<file path="src/rtl/rh_port_pkg.sv">
package rh_port_pkg;

    localparam int unsigned WORD_W = 32;

    // low half: live state / command bits
    localparam int unsigned B_CONN     = 0;
    localparam int unsigned B_ENA      = 1;
    localparam int unsigned B_SUSP     = 2;
    localparam int unsigned B_OC       = 3;
    localparam int unsigned B_RST      = 4;
    localparam int unsigned B_PWR      = 8;
    localparam int unsigned B_LS       = 9;
    // high half: sticky change flags
    localparam int unsigned B_CONN_CHG = 16;
    localparam int unsigned B_ENA_CHG  = 17;
    localparam int unsigned B_SUSP_CHG = 18;
    localparam int unsigned B_OC_CHG   = 19;
    localparam int unsigned B_RST_CHG  = 20;
    // hub word
    localparam int unsigned H_CLRPWR   = 0;
    localparam int unsigned H_OCI      = 1;

    typedef struct packed {
        logic              conn;
        logic              ena;
        logic              susp;
        logic              oc;
        logic              rst;
        logic              pwr;
        logic              conn_chg;
        logic              ena_chg;
        logic              susp_chg;
        logic              oc_chg;
        logic              rst_chg;
        logic              pend_vld;
        logic [WORD_W-1:0] pend_data;
    } port_state_t;

    function automatic port_state_t power_off(port_state_t s);
        port_state_t r;
        r      = s;
        r.pwr  = 1'b0;
        r.ena  = 1'b0;
        r.susp = 1'b0;
        r.rst  = 1'b0;
        return r;
    endfunction

    function automatic port_state_t apply_cmd(port_state_t s, logic [WORD_W-1:0] w);
        port_state_t r;
        r = s;
        if (w[B_CONN])             r.ena  = 1'b0;
        if (w[B_ENA] && r.conn)    r.ena  = 1'b1;
        if (w[B_SUSP] && r.ena)    r.susp = 1'b1;
        if (w[B_OC] && r.susp) begin
            r.susp     = 1'b0;
            r.susp_chg = 1'b1;
        end
        if (w[B_RST] && r.conn)    r.rst  = 1'b1;
        if (w[B_PWR])              r.pwr  = 1'b1;
        if (w[B_LS])               r      = power_off(r);
        if (w[B_CONN_CHG])         r.conn_chg = 1'b0;
        if (w[B_ENA_CHG])          r.ena_chg  = 1'b0;
        if (w[B_SUSP_CHG])         r.susp_chg = 1'b0;
        if (w[B_OC_CHG])           r.oc_chg   = 1'b0;
        if (w[B_RST_CHG])          r.rst_chg  = 1'b0;
        return r;
    endfunction

endpackage

</file>
<file path="src/rtl/rh_port_slot.sv">
module rh_port_slot
    import rh_port_pkg::*;
(
    input  logic              clk,
    input  logic              rst_n,
    input  logic              wr_en,
    input  logic [WORD_W-1:0] wr_data,
    input  logic              xfer_busy,
    input  logic              clr_pwr,
    input  logic              dev_connect,
    input  logic              dev_lowspeed,
    input  logic              oc_in,
    input  logic              rst_done,
    output logic [WORD_W-1:0] status
);

    port_state_t s_d, s_q;
    logic        conn_new;

    always_comb begin
        s_d = s_q;

        // software commands, parked while a transaction runs
        if (xfer_busy) begin
            if (wr_en) begin
                s_d.pend_vld  = 1'b1;
                s_d.pend_data = wr_data;
            end
        end else begin
            if (s_q.pend_vld) s_d = apply_cmd(s_d, s_q.pend_data);
            s_d.pend_vld = 1'b0;
            if (wr_en) s_d = apply_cmd(s_d, wr_data);
        end

        // hub-level power removal is immediate
        if (clr_pwr) s_d = power_off(s_d);

        // hardware events; their flag sets win over same-edge clears
        conn_new = dev_connect & s_d.pwr;
        if (conn_new != s_q.conn) s_d.conn_chg = 1'b1;
        s_d.conn = conn_new;
        if (!conn_new) begin
            s_d.ena  = 1'b0;
            s_d.susp = 1'b0;
            s_d.rst  = 1'b0;
        end

        if (oc_in != s_q.oc) s_d.oc_chg = 1'b1;
        s_d.oc = oc_in;

        if (rst_done && s_q.rst) begin
            s_d.rst     = 1'b0;
            s_d.rst_chg = 1'b1;
            if (conn_new) s_d.ena = 1'b1;
        end
    end

    always_ff @(posedge clk or negedge rst_n) begin
        if (!rst_n) s_q <= '0;
        else        s_q <= s_d;
    end

    always_comb begin
        status             = '0;
        status[B_CONN]     = s_q.conn;
        status[B_ENA]      = s_q.ena;
        status[B_SUSP]     = s_q.susp;
        status[B_OC]       = s_q.oc;
        status[B_RST]      = s_q.rst;
        status[B_PWR]      = s_q.pwr;
        status[B_LS]       = dev_lowspeed & s_q.conn;
        status[B_CONN_CHG] = s_q.conn_chg;
        status[B_ENA_CHG]  = s_q.ena_chg;
        status[B_SUSP_CHG] = s_q.susp_chg;
        status[B_OC_CHG]   = s_q.oc_chg;
        status[B_RST_CHG]  = s_q.rst_chg;
    end

endmodule

</file>
<file path="src/rtl/rh_bus_decode.sv">
module rh_bus_decode
    import rh_port_pkg::*;
#(
    parameter int unsigned NUM_PORTS = 4,
    parameter int unsigned ADDR_W    = 3
) (
    input  logic                                bus_sel,
    input  logic                                bus_we,
    input  logic [ADDR_W-1:0]                   bus_addr,
    input  logic                                wdata_clr,
    input  logic                                pwr_per_port_mode,
    input  logic [NUM_PORTS-1:0]                pwr_ctrl_mask,
    input  logic                                oc_per_port,
    input  logic                                global_oc,
    input  logic [NUM_PORTS-1:0][WORD_W-1:0]    port_stat,
    output logic [NUM_PORTS-1:0]                port_wr,
    output logic [NUM_PORTS-1:0]                port_clr,
    output logic [WORD_W-1:0]                   rdata
);

    logic hub_hit;
    logic clr_req;

    assign hub_hit = (bus_addr == '0);
    assign clr_req = bus_sel & bus_we & hub_hit & wdata_clr;

    for (genvar i = 0; i < NUM_PORTS; i++) begin : g_port_dec
        localparam logic [ADDR_W-1:0] PORT_ADDR = ADDR_W'(i + 1);
        assign port_wr[i]  = bus_sel & bus_we & (bus_addr == PORT_ADDR);
        assign port_clr[i] = clr_req & (~pwr_per_port_mode | ~pwr_ctrl_mask[i]);
    end

    always_comb begin
        rdata = '0;
        if (hub_hit) rdata[H_OCI] = global_oc & ~oc_per_port;
        for (int i = 0; i < NUM_PORTS; i++) begin
            if (bus_addr == ADDR_W'(i + 1)) rdata = port_stat[i];
        end
    end

endmodule

</file>
<file path="src/rtl/rh_port_regs.sv">
module rh_port_regs
    import rh_port_pkg::*;
#(
    parameter int unsigned NUM_PORTS = 4,
    parameter int unsigned ADDR_W    = 3
) (
    input  logic                 clk,
    input  logic                 rst_n,
    input  logic                 bus_sel,
    input  logic                 bus_we,
    input  logic [ADDR_W-1:0]    bus_addr,
    input  logic [31:0]          bus_wdata,
    output logic [31:0]          bus_rdata,
    input  logic                 xfer_busy,
    input  logic                 pwr_per_port_mode,
    input  logic [NUM_PORTS-1:0] pwr_ctrl_mask,
    input  logic                 oc_per_port,
    input  logic                 global_oc,
    input  logic [NUM_PORTS-1:0] dev_connect,
    input  logic [NUM_PORTS-1:0] dev_lowspeed,
    input  logic [NUM_PORTS-1:0] port_oc,
    input  logic [NUM_PORTS-1:0] rst_done
);

    logic [NUM_PORTS-1:0][WORD_W-1:0] port_stat;
    logic [NUM_PORTS-1:0]             port_wr;
    logic [NUM_PORTS-1:0]             port_clr;

    rh_bus_decode #(
        .NUM_PORTS (NUM_PORTS),
        .ADDR_W    (ADDR_W)
    ) u_dec (
        .bus_sel           (bus_sel),
        .bus_we            (bus_we),
        .bus_addr          (bus_addr),
        .wdata_clr         (bus_wdata[H_CLRPWR]),
        .pwr_per_port_mode (pwr_per_port_mode),
        .pwr_ctrl_mask     (pwr_ctrl_mask),
        .oc_per_port       (oc_per_port),
        .global_oc         (global_oc),
        .port_stat         (port_stat),
        .port_wr           (port_wr),
        .port_clr          (port_clr),
        .rdata             (bus_rdata)
    );

    for (genvar i = 0; i < NUM_PORTS; i++) begin : g_port
        rh_port_slot u_slot (
            .clk          (clk),
            .rst_n        (rst_n),
            .wr_en        (port_wr[i]),
            .wr_data      (bus_wdata),
            .xfer_busy    (xfer_busy),
            .clr_pwr      (port_clr[i]),
            .dev_connect  (dev_connect[i]),
            .dev_lowspeed (dev_lowspeed[i]),
            .oc_in        (oc_per_port & port_oc[i]),
            .rst_done     (rst_done[i]),
            .status       (port_stat[i])
        );
    end

endmodule

</file>
<file path="config.mk">
export PLATFORM = sky130hd
export DESIGN_NAME = rh_port_regs
export DESIGN_NICKNAME = d
export VERILOG_FILES = /design/src/rtl/rh_port_pkg.sv /design/src/rtl/rh_port_slot.sv /design/src/rtl/rh_bus_decode.sv /design/src/rtl/rh_port_regs.sv
export SDC_FILE = /design/constraint.sdc
export NUM_CORES = 1
export LEC_CHECK = 0
export BUFFER_PORTS_ARGS = -buffer_cell sky130_fd_sc_hd__buf_2
export CAP_MARGIN = 20
export CELL_PAD_IN_SITES_DETAIL_PLACEMENT = 2
export CELL_PAD_IN_SITES_GLOBAL_PLACEMENT = 2
export CORE_AREA = 2 2 141 143
export CTS_CLUSTER_SIZE = 8
export DETAILED_ROUTE_END_ITERATION = 8
export DIE_AREA = 0 0 143 145
export PLACE_DENSITY = 0.91
export SETUP_SLACK_MARGIN = 0.15
export SYNTH_ARGS = -nofsm -noshare
export SYNTH_HDL_FRONTEND = slang
export SYNTH_HIERARCHICAL = 1
export SYNTH_SLANG_ARGS = --single-unit
</file>
<file path="constraint.sdc">
create_clock -name clk -period 1.7 [get_ports clk]
set_input_delay 0.085 -clock clk [delete_from_list [all_inputs] [get_ports clk]]
set_output_delay 0.085 -clock clk [all_outputs]
set_load 0.02 [all_outputs]
</file>
==> results.yml, run 1 <==
global_route:
  antenna_found_initial: 0
  grt_usage: 0.2887
  grt_pass1_wl_um: 45250
  grt_max_degree: 41
  grt.overflow.total: 0
  first_global_vias: 7327
pwr:
  pwr-share-clk: 0.351
  seq_power_share: 0.421
  p_per_area_mw_per_mm2: 810.3
  power_frac_comb: 0.229
  power_leakage_uw: 0.003552
  p_int_uw: 4494
  swShare: 0.3386
  p_switching_uw: 2301
  max-vdd-ir-drop_uv: 514.0
detailed_routing:
  routedWlPerCell_um: 31.64
  wl_met3_um: 2137
  highest_layer: "met4"
  wl_met2_um: 17130
  drt_pass1_iterations: 5
  via_per_inst: 6.191
  routed_wl_um: 34710
  drt_iter0_drc: 603
  drc: 0
  wl_met1_um: 12920
  ant_nets: 0
  vias: 6791
floorplanning:
  rows: 51
  die_w_um: 143
  core_area_mm2: 0.01921
  die_area_mm2: 0.02074
  start_util: 0.3645
  ioPinCount: 95
  die_h_um: 145
final_layout:
  area_growth_pct: 19.79
  antenna_cells: 0
  drive_above_1_share: 0.3738
  nets: 891
  stdcell_count: 1097
logic_synthesis:
  syn_area_mm2: 0.007000
  synth_area_leaders: "dfrtp_1 (34%), buf_4 (14%), mux2_2 (7.7%)"
  syn_avg_cell_area_um2: 9.309
  synthTopCellsByCount: "buf_4 (131), dfrtp_1 (96), nand2_1 (62)"
  yosys.area.top_type: "dfrtp_1"
  ys_seq_area_frac: 0.3432
  synth_cells: 752
  yosysWarnings: 6
  yosysMostFrequentCell: "buf_4"
  ys_ff_latch: 96
  synth.distinct_cells: 45
  synth_top_flop_cell: "dfrtp_1"
  synth-edff-count: 0
  yosysTopAreaCellShare: 0.3432
  async_reset_ff_frac: 1.000
timing:
  fin_ws_ns: -0.05435
  max_freq_mhz: 570.0
  fin_skew_ns: 0.01330
  fin_crit_ns: 1.754
  whs_ns: 0.01965
  hold_viol_final: 0
  worst_pin_slew_ns: 0.6105
  slew-limit-headroom: 0.5875
  drv_slew: 0
  setup_viol: 2
  finalCritPeriodShare: 1.032
  rsz0062_at_grt: "yes"
setup_path:
  r2r-end: "g_port[3].u_slot/status[2]"
  cp.arrival_ns: 1.67
  r2r_slack_ns: -0.01
  cpMaxStageDelayCell: "dfrtp_2"
  required_ns: 1.62
  cp-end-kind: "output port"
  worstPathMaxFanout: 4
  criticalPathCategory: "reg -> out"
  path_cells: "buf_4, mux2i_1, o22ai_2, buf_6"
  r2r_start: "g_port[3].u_slot/s_q[9]"
  critical_path.max_stage_delay_ns: 0.47
  crit_path_start_kind: "flop"
  reg2regPathDepth: 5
clock_network:
  clock_path_buffers: 2
  clk_pin_slew_ns: 0.07
  clkLatencyLatePin_ns: 0.37
  cts_sinks: 96
  cts.root.buffer_cell: "clkbuf_16"
  htree_num_levels: 3
  cts_tree: "built"
  numCtsBuffers: 9
hold_path:
  hold_end: "g_port[1].u_slot/status[3]"
  whs_path_depth: 2
  hold_path.class: "in -> reg"
  hold_start: "port_oc[1]"
place:
  portBuffers: 54
  dp.cells: 1048
  gp_congestion: 0.8688
  dpl.hpwl_um: 19120
run_status:
  status: "complete, but fails checks"
  violations: "negative setup slack"
flow_run:
  cap_violations: 0
## worst max-delay path by stage
stage | slack [ns] | depth (start not counted) | to | from
5_1_grt | -0.06 | 5 | g_port[3].u_slot/status[2] | g_port[3].u_slot/s_q[9]
6_report | -0.05 | 4 | bus_rdata[0] | g_port[2].u_slot/status[0]
4_1_cts | 0.09 | 4 | bus_rdata[0] | g_port[3].u_slot/status[0]
3_3_place_gp | -0.16 | 9 | g_port[2].u_slot/status[4] | bus_sel
2_1_floorplan | 0.09 | 8 | g_port[2].u_slot/status[4] | bus_addr[0]
3_5_place_dp | -0.27 | 10 | g_port[2].u_slot/status[2] | bus_sel
## worst max-delay path: cells and delay by family, from the launching register on
kind                   cells  cell delay, ns
multiplexers               1            0.30
flip-flops                 1            0.47
buffers and inverters      2            0.34
AO/OA/AOI/OAI              1            0.20
## layer usage
layer,global-route usage,vias to the layer above
li1,-,2715
met1,0.3441,3500
met2,0.4823,405
met3,0.04587,171
met4,0.1782,0
met5,0,-
## cell families (layout without fill, tap and decap cells)
group | after synthesis | after routing | synth area share
xor gates and xnor gates | 4 | 4 | 0.005004
buffers and inverters | 178 | 182 | 0.1712
and+or+nand+nor | 168 | 168 | 0.1383
DFF | 96 | 96 | 0.3432
muxes | 79 | 79 | 0.1215
other | 4 | 80 | 0.002144
AOI/OAI and AO/OA | 223 | 223 | 0.2186
## layout by cell type (no fill, tap or decap), drive strengths merged, types with 5 or more instances in the layout
master,count
buf,147
dfrtp,96
conb,80
nand2,62
a22oi,55
mux2,48
o21ai,48
o22ai,35
mux2i,31
a21oi,19
nand3,17
and2,16
inv,13
o21a,12
nor2,12
nor4bb,12
clkbuf,10
nand2b,10
a21o,8
nand4b,8
o31a,8
a31oi,8
dlygate4sd3,7
nor2b,7
and3,6
a2111oi,5
nor3,5
nor4,5
## state kept, by name (all words and copies together), names as in the netlist
| signal | count |
|---|---|
| g_port.u_slot/s_q | 52 |
| g_port.u_slot/status | 44 |
## area by class of cell
type | count | area (um2)
fillers | 2036 | 10820
multi-input cells | 554 | 4133
flip-flops and latches | 96 | 2416
repair buffers | 154 | 1134
well taps | 265 | 331.6
clock buffers | 10 | 239.0
clock inverters | 5 | 81.33
inverters | 13 | 51.30
## through the flow
| step | setup TNS (ns) | total power, uW | area (um2) | setup WS (ns) | utilization |
|---|---|---|---|---|---|
| final | -0.06239 | 6795 | 8386 | -0.05435 | 0.4366 |
| after global routing | -0.1308 | 6972 | 8386 | -0.06105 | 0.4366 |
| after CTS | 0 | 6434 | 7976 | 0.08890 | 0.4153 |
| after detailed placement | -4.536 | 4048 | 7287 | -0.2724 | 0.3794 |
| after global placement | -1.748 | 3936 | 7287 | -0.1623 | 0.3794 |
| after floorplan | 0 | 3677 | 7338 | 0.08829 | - |
## power groups by stage
| stage | Sequential (uW) | Clock, uW | Combinational (uW) |
|---|---|---|---|
| 5_1_grt | 2870 | 2470 | 1630 |
| 3_3_place_gp | 2790 | 0 | 1150 |
| 4_1_cts | 2790 | 2330 | 1320 |
| 2_1_floorplan | 2730 | 0 | 947 |
| 6_report | 2860 | 2380 | 1550 |
| 3_5_place_dp | 2820 | 0 | 1220 |
## what timing repair did
item,4_1_cts,5_1_grt
hold buffers,7,0
endpoints found under the hold margin,32,0
pin swaps,15,21
setup endpoints to repair,25,24
setup buffers,14,13
gates cloned,0,0
gates resized for setup,61,68
No activity file was read; power rests on OpenSTA's default activity.
==> inputs of run 2 (changes only) <==
- BUFFER_PORTS_ARGS: -buffer_cell sky130_fd_sc_hd__buf_2 -> -buffer_cell sky130_fd_sc_hd__clkbuf_2
==> run 2 against run 1 <==
The run still ends with negative setup slack left; count of clock-buffer cells in the layout is the same; cell area grew 4.1%; power is 5.5% higher; die area unchanged; via count is 4.3% higher; critical path type is now reg -> reg; combinational power grew 8%; routed wire length grew 10%; clock power is 9.2% higher; global-route usage increased by 3.6 points; fmax down 8.9%; final cell count rose by 2.5%.
==> results.yml, run 2 (synthesis results as in run 1) <==
final_layout:
  most-common-layout-cells: "buf_4 (93), dfrtp_1 (86), conb_1 (80)"
  final_common_cell: "buf_4"
  fillCellCount: 2025
  regMostFlops: "g_port.u_slot/s_q"
  nets: 916
  area_growth_pct: 24.66
  fin_util: 0.4544
  drive_above_1_share: 0.3951
  largest_reg_flops: 52
timing:
  max_freq_mhz: 519.2
  slew-limit-headroom: 0.6272
  finalCritPeriodShare: 1.133
  worst_pin_slew_ns: 0.5534
  hold_viol_final: 0
  finalSetupTns_ns: -0.4822
  fin_skew_ns: 0.01541
  drv_slew: 0
  setup_viol: 12
  fin_ws_ns: -0.2261
  fin_crit_ns: 1.926
  rsz0062_at_grt: "yes"
pwr:
  p_per_area_mw_per_mm2: 821.4
  max-vdd-ir-drop_uv: 787.1
  power_leakage_uw: 0.003743
  finalPower_uw: 7168
detailed_routing:
  vias: 7084
  via_per_inst: 6.302
  drt_pass1_iterations: 5
  ant_nets: 0
  routed_wl_um: 38250
  drc: 0
  drt_iter0_drc: 691
  routedWlPerCell_um: 34.03
clock_network:
  htree_num_levels: 3
  clock_path_buffers: 2
  cts.root.buffer_cell: "clkbuf_16"
  numCtsBuffers: 9
  cts_tree: "built"
  clkLatencyLatePin_ns: 0.39
  clk_pin_slew_ns: 0.08
  cts_sinks: 96
setup_path:
  cp-end-kind: "flop"
  crit_path_start_kind: "flop"
  required_ns: 1.95
  r2r_start: "g_port[0].u_slot/status[0]"
  critical_path.max_stage_delay_ns: 0.46
  reg2regPathDepth: 5
  cpMaxStageDelayCell: "dfrtp_2"
  criticalPathCategory: "reg -> reg"
  cp.arrival_ns: 2.18
  r2r-end: "g_port[0].u_slot/status[18]"
  path_cells: "buf_4, nand4b_1, a21boi_1, o21ai_0, a311o_1"
  worstPathMaxFanout: 4
  r2r_slack_ns: -0.23
hold_path:
  whs_path_depth: 2
  hold_start: "oc_per_port"
  hold_end: "g_port[2].u_slot/status[3]"
  hold_path.class: "in -> reg"
global_route:
  antenna_found_initial: 1
  first_global_vias: 7550
  grt_max_degree: 40
  grt_pass1_wl_um: 49690
  grt.overflow.total: 0
  grt_usage: 0.3243
floorplanning:
  die_w_um: 143
  rows: 51
  ioPinCount: 95
  die_h_um: 145
  core_area_mm2: 0.01921
  die_area_mm2: 0.02074
  start_util: 0.3645
place:
  dpl.hpwl_um: 20300
  pre_cts_slack_ns: -0.3330
  portBuffers: 54
  gp_congestion: 0.9101
run_status:
  status: "complete, but fails checks"
  violations: "negative setup slack"
flow_run:
  cap_violations: 0
-- run 2: changes by cell type in the layout (fill, tap and decap cells not counted), moves of 3 or more --
cell and delta:
buf_2 -49, a21boi_2 -3, a21boi_1 +3, nand3_2 +3, buf_4 +13, clkbuf_2 +50, buf_12 +8, o21ai_1 -3
a21oi_1 -3
-- run 2: where the power goes --
part / internal (uW) / total (uW) / leakage (uW) / switching (uW)
Sequential: 2560 / 2890 / 0.00122 / 335
Combinational: 663 / 1680 / 0.00236 / 1020
Clock: 1490 / 2600 / 0.000169 / 1110
-- run 2: layout make-up --
| cell class | count | area [um2] | area share |
|---|---|---|---|
| inverter | 13 | 48.80 | 0.005591 |
| clock inverter | 6 | 115.1 | 0.01319 |
| antenna | 1 | 2.502 | 0.0002867 |
| multi-input combinational | 554 | 4140 | 0.4744 |
| sequential | 96 | 2415 | 0.2767 |
| timing repair buffer | 179 | 1435 | 0.1644 |
| tap | 265 | 331.6 | 0.03799 |
| clock buffer | 10 | 239.0 | 0.02738 |
-- run 2: worst max-delay path by stage --
stage	slack (ns)	to	cells after the start	startpoint
after CTS	0.05	bus_rdata[1]	5	g_port[0].u_slot/status[1]
after floorplan	0.09	g_port[2].u_slot/status[4]	8	bus_addr[0]
after detailed placement	-0.33	g_port[3].u_slot/status[2]	11	bus_sel
after global routing	-0.24	g_port[0].u_slot/status[18]	5	g_port[0].u_slot/status[0]
after global placement	-0.12	g_port[2].u_slot/status[4]	9	bus_sel
final	-0.23	g_port[0].u_slot/status[18]	5	g_port[0].u_slot/status[0]
-- run 2: repair_timing --
item	in CTS	in global routing
setup buffers	20	19
gates cloned	0	0
hold buffers	8	0
resized for setup	85	51
endpoints found under the setup margin	29	39
hold endpoints to repair	34	0
pin swaps	15	24
-- run 2: metrics by stage --
stage          area, um2  hold WS [ns]  cells
2_1_floorplan       7338       -0.2106    828
3_3_place_gp        7427       0.06349   1060
3_5_place_dp        7427       0.06881   1060
4_1_cts             8342       0.03048   1104
5_1_grt             8727       0.05420   1124
6_report            8727       0.05510   1124
-- run 2: critical path, delay by kind of cell (launching register included) --
family                 cells  cell delay (ns)
AO/OA/AOI/OAI              3             0.99
flip-flops                 1             0.46
AND/OR/NAND/NOR            1             0.18
buffers and inverters      1             0.17
-- run 2: routing by layer --
metal / track usage / wire length [um]
met5: 0 / 0
met4: 0.2059 / 3047
met3: 0.05677 / 2617
met2: 0.5402 / 18090
met1: 0.3822 / 14490
==> inputs of run 3 (changes only) <==
- CORE_AREA: 2 2 141 143 -> 2 2 137 139
- DIE_AREA: 0 0 143 145 -> 0 0 139 141
- PLACE_DENSITY: 0.91 -> 0.95
- clock period: 1.7 -> 2.4 ns (I/O delays scaled with it)
==> run 3 against run 2 <==
The flow now finishes without violations; combinational power decreased by 52%; clock power decreased by 47%; worst hold slack got worse by 0.029 ns; utilization decreased by 6.0 points; routed wire length decreased by 38%; largest cell class unchanged; largest power group unchanged.
==> results.yml, run 3 (synthesis results as in run 1) <==
run_status:
  status: "completed"
place:
  gp_congestion: 0.8741
  portBuffers: 54
  dpl.hpwl_um: 17190
timing:
  worst_pin_slew_ns: 0.7497
  finalCritPeriodShare: 0.8393
  max_freq_mhz: 496.4
  fin_skew_ns: 0.008114
  fin_crit_ns: 2.014
  rsz0062_at_grt: "no"
  setup_viol: 0
  hold_viol_final: 0
  slew-limit-headroom: 0.4873
  finalSetupTns_ns: 0
  drv_slew: 0
final_layout:
  largest_reg_flops: 52
  regMostFlops: "g_port.u_slot/s_q"
  fin_util: 0.3939
  antenna_cells: 0
  area_growth_pct: 2.788
  final_common_cell: "dfrtp_1"
  nets: 816
  drive_above_1_share: 0.2230
  fillCellCount: 2079
  most-common-layout-cells: "dfrtp_1 (96), conb_1 (80), nand2_1 (62)"
floorplanning:
  rows: 50
  start_util: 0.3832
  core_area_mm2: 0.01827
  die_area_mm2: 0.01960
  die_h_um: 141
  die_w_um: 139
  ioPinCount: 95
clock_network:
  cts_tree: "built"
  numCtsBuffers: 9
  clkLatencyLatePin_ns: 0.36
  htree_num_levels: 3
  cts.root.buffer_cell: "clkbuf_16"
  cts_sinks: 96
  clock_path_buffers: 2
  clk_pin_slew_ns: 0.07
hold_path:
  whs_path_depth: 2
  hold_start: "port_oc[2]"
  hold_end: "g_port[2].u_slot/status[3]"
  hold_path.class: "in -> reg"
pwr:
  max-vdd-ir-drop_uv: 310.1
  p_per_area_mw_per_mm2: 582.9
  power_leakage_uw: 0.003059
setup_path:
  criticalPathCategory: "reg -> out"
  critical_path.max_stage_delay_ns: 0.59
  cp-end-kind: "output port"
  crit_path_start_kind: "flop"
  r2r-end: "g_port[0].u_slot/status[2]"
  required_ns: 2.28
  r2r_slack_ns: 0.42
  cp.arrival_ns: 1.89
  worstPathMaxFanout: 10
  reg2regPathDepth: 4
  cpMaxStageDelayCell: "dfrtp_1"
  r2r_start: "g_port[0].u_slot/s_q[32]"
  path_cells: "and2_1, mux2i_1, o22ai_1, clkbuf_2"
detailed_routing:
  drc: 0
  drt_iter0_drc: 251
  ant_nets: 0
  routed_wl_um: 23750
  routedWlPerCell_um: 23.94
  drt_pass1_iterations: 4
  vias: 5773
  via_per_inst: 5.820
global_route:
  antenna_found_initial: 0
  grt_pass1_wl_um: 37610
  grt.overflow.total: 0
  grt_usage: 0.2468
  grt_max_degree: 55
  first_global_vias: 6423
flow_run:
  cap_violations: 0
==> run 3: changes by cell type in the layout (fill, tap and decap cells not counted), sizes merged <==
cell,previous run,this run
buf,120,21
bufinv,3,0
clkbuf,61,64
clkinv,1,2
clkinvlp,1,3
diode,1,0
dlygate4sd3,8,5
inv,14,13
==> run 3: worst max-delay path by stage <==
stage                               start                          to  slack [ns]  cells past startpoint
2_1_floorplan                 bus_addr[0]  g_port[2].u_slot/status[4]        0.49                      8
3_3_place_gp                  bus_addr[0]     g_port[0].u_slot/s_q[1]        0.30                      8
3_5_place_dp                       bus_we  g_port[3].u_slot/status[2]        0.20                      9
4_1_cts        g_port[0].u_slot/status[1]                bus_rdata[1]        0.37                      4
5_1_grt        g_port[0].u_slot/status[1]                bus_rdata[1]        0.23                      4
6_report       g_port[1].u_slot/status[0]                bus_rdata[9]        0.39                      4
==> run 3: timing repair <==
item,4_1_cts,5_1_grt
hold buffers,5,0
setup buffers,0,0
hold endpoints to repair,73,0
gates resized for setup,0,0
==> run 3: cell type report <==
cell class	count	area (um2)	share of cell area
clock buffers	11	242.7	0.03373
clock inverters	5	32.53	0.004521
inverters	13	48.80	0.006781
multi-input cells	554	3691	0.5130
flip-flops and latches	96	2402	0.3339
well taps	234	292.8	0.04069
repair buffers	79	485.5	0.06747
==> run 3: critical path, delay by kind of cell, from the launching register on <==
| family | cells | cell delay [ns] |
|---|---|---|
| flip-flops | 1 | 0.59 |
| AND/OR/NAND/NOR | 1 | 0.24 |
| AO/OA/AOI/OAI | 1 | 0.33 |
| multiplexers | 1 | 0.13 |
| buffers and inverters | 1 | 0.24 |
==> run 3: routing by layer <==
metal	global-route usage	vias to the layer above	routed length, um
met5	0	-	0
met4	0.09835	0	746
met3	0.04755	44	1565
met2	0.4236	184	11700
met1	0.3072	2986	9741
li1	-	2559	-
==> run 3: power breakdown <==
| part | total, uW | switching (uW) | internal (uW) |
|---|---|---|---|
| Clock | 1390 | 664 | 729 |
| Sequential | 2000 | 190 | 1810 |
| Combinational | 801 | 475 | 326 |
==> run 3: through the flow <==
step           total power, uW  hold slack (ns)  instances  cell area, um2  setup WS [ns]
4_1_cts                   4202          0.01952        992            7196         0.3746
2_1_floorplan             2597          -0.1756        828            7286         0.4891
3_3_place_gp              2716        -0.002263        971            6870         0.2999
3_5_place_dp              2799         0.007027        971            6870         0.1977
5_1_grt                   4375          0.04977        992            7196         0.2301
6_report                  4194          0.02567        992            7196         0.3856
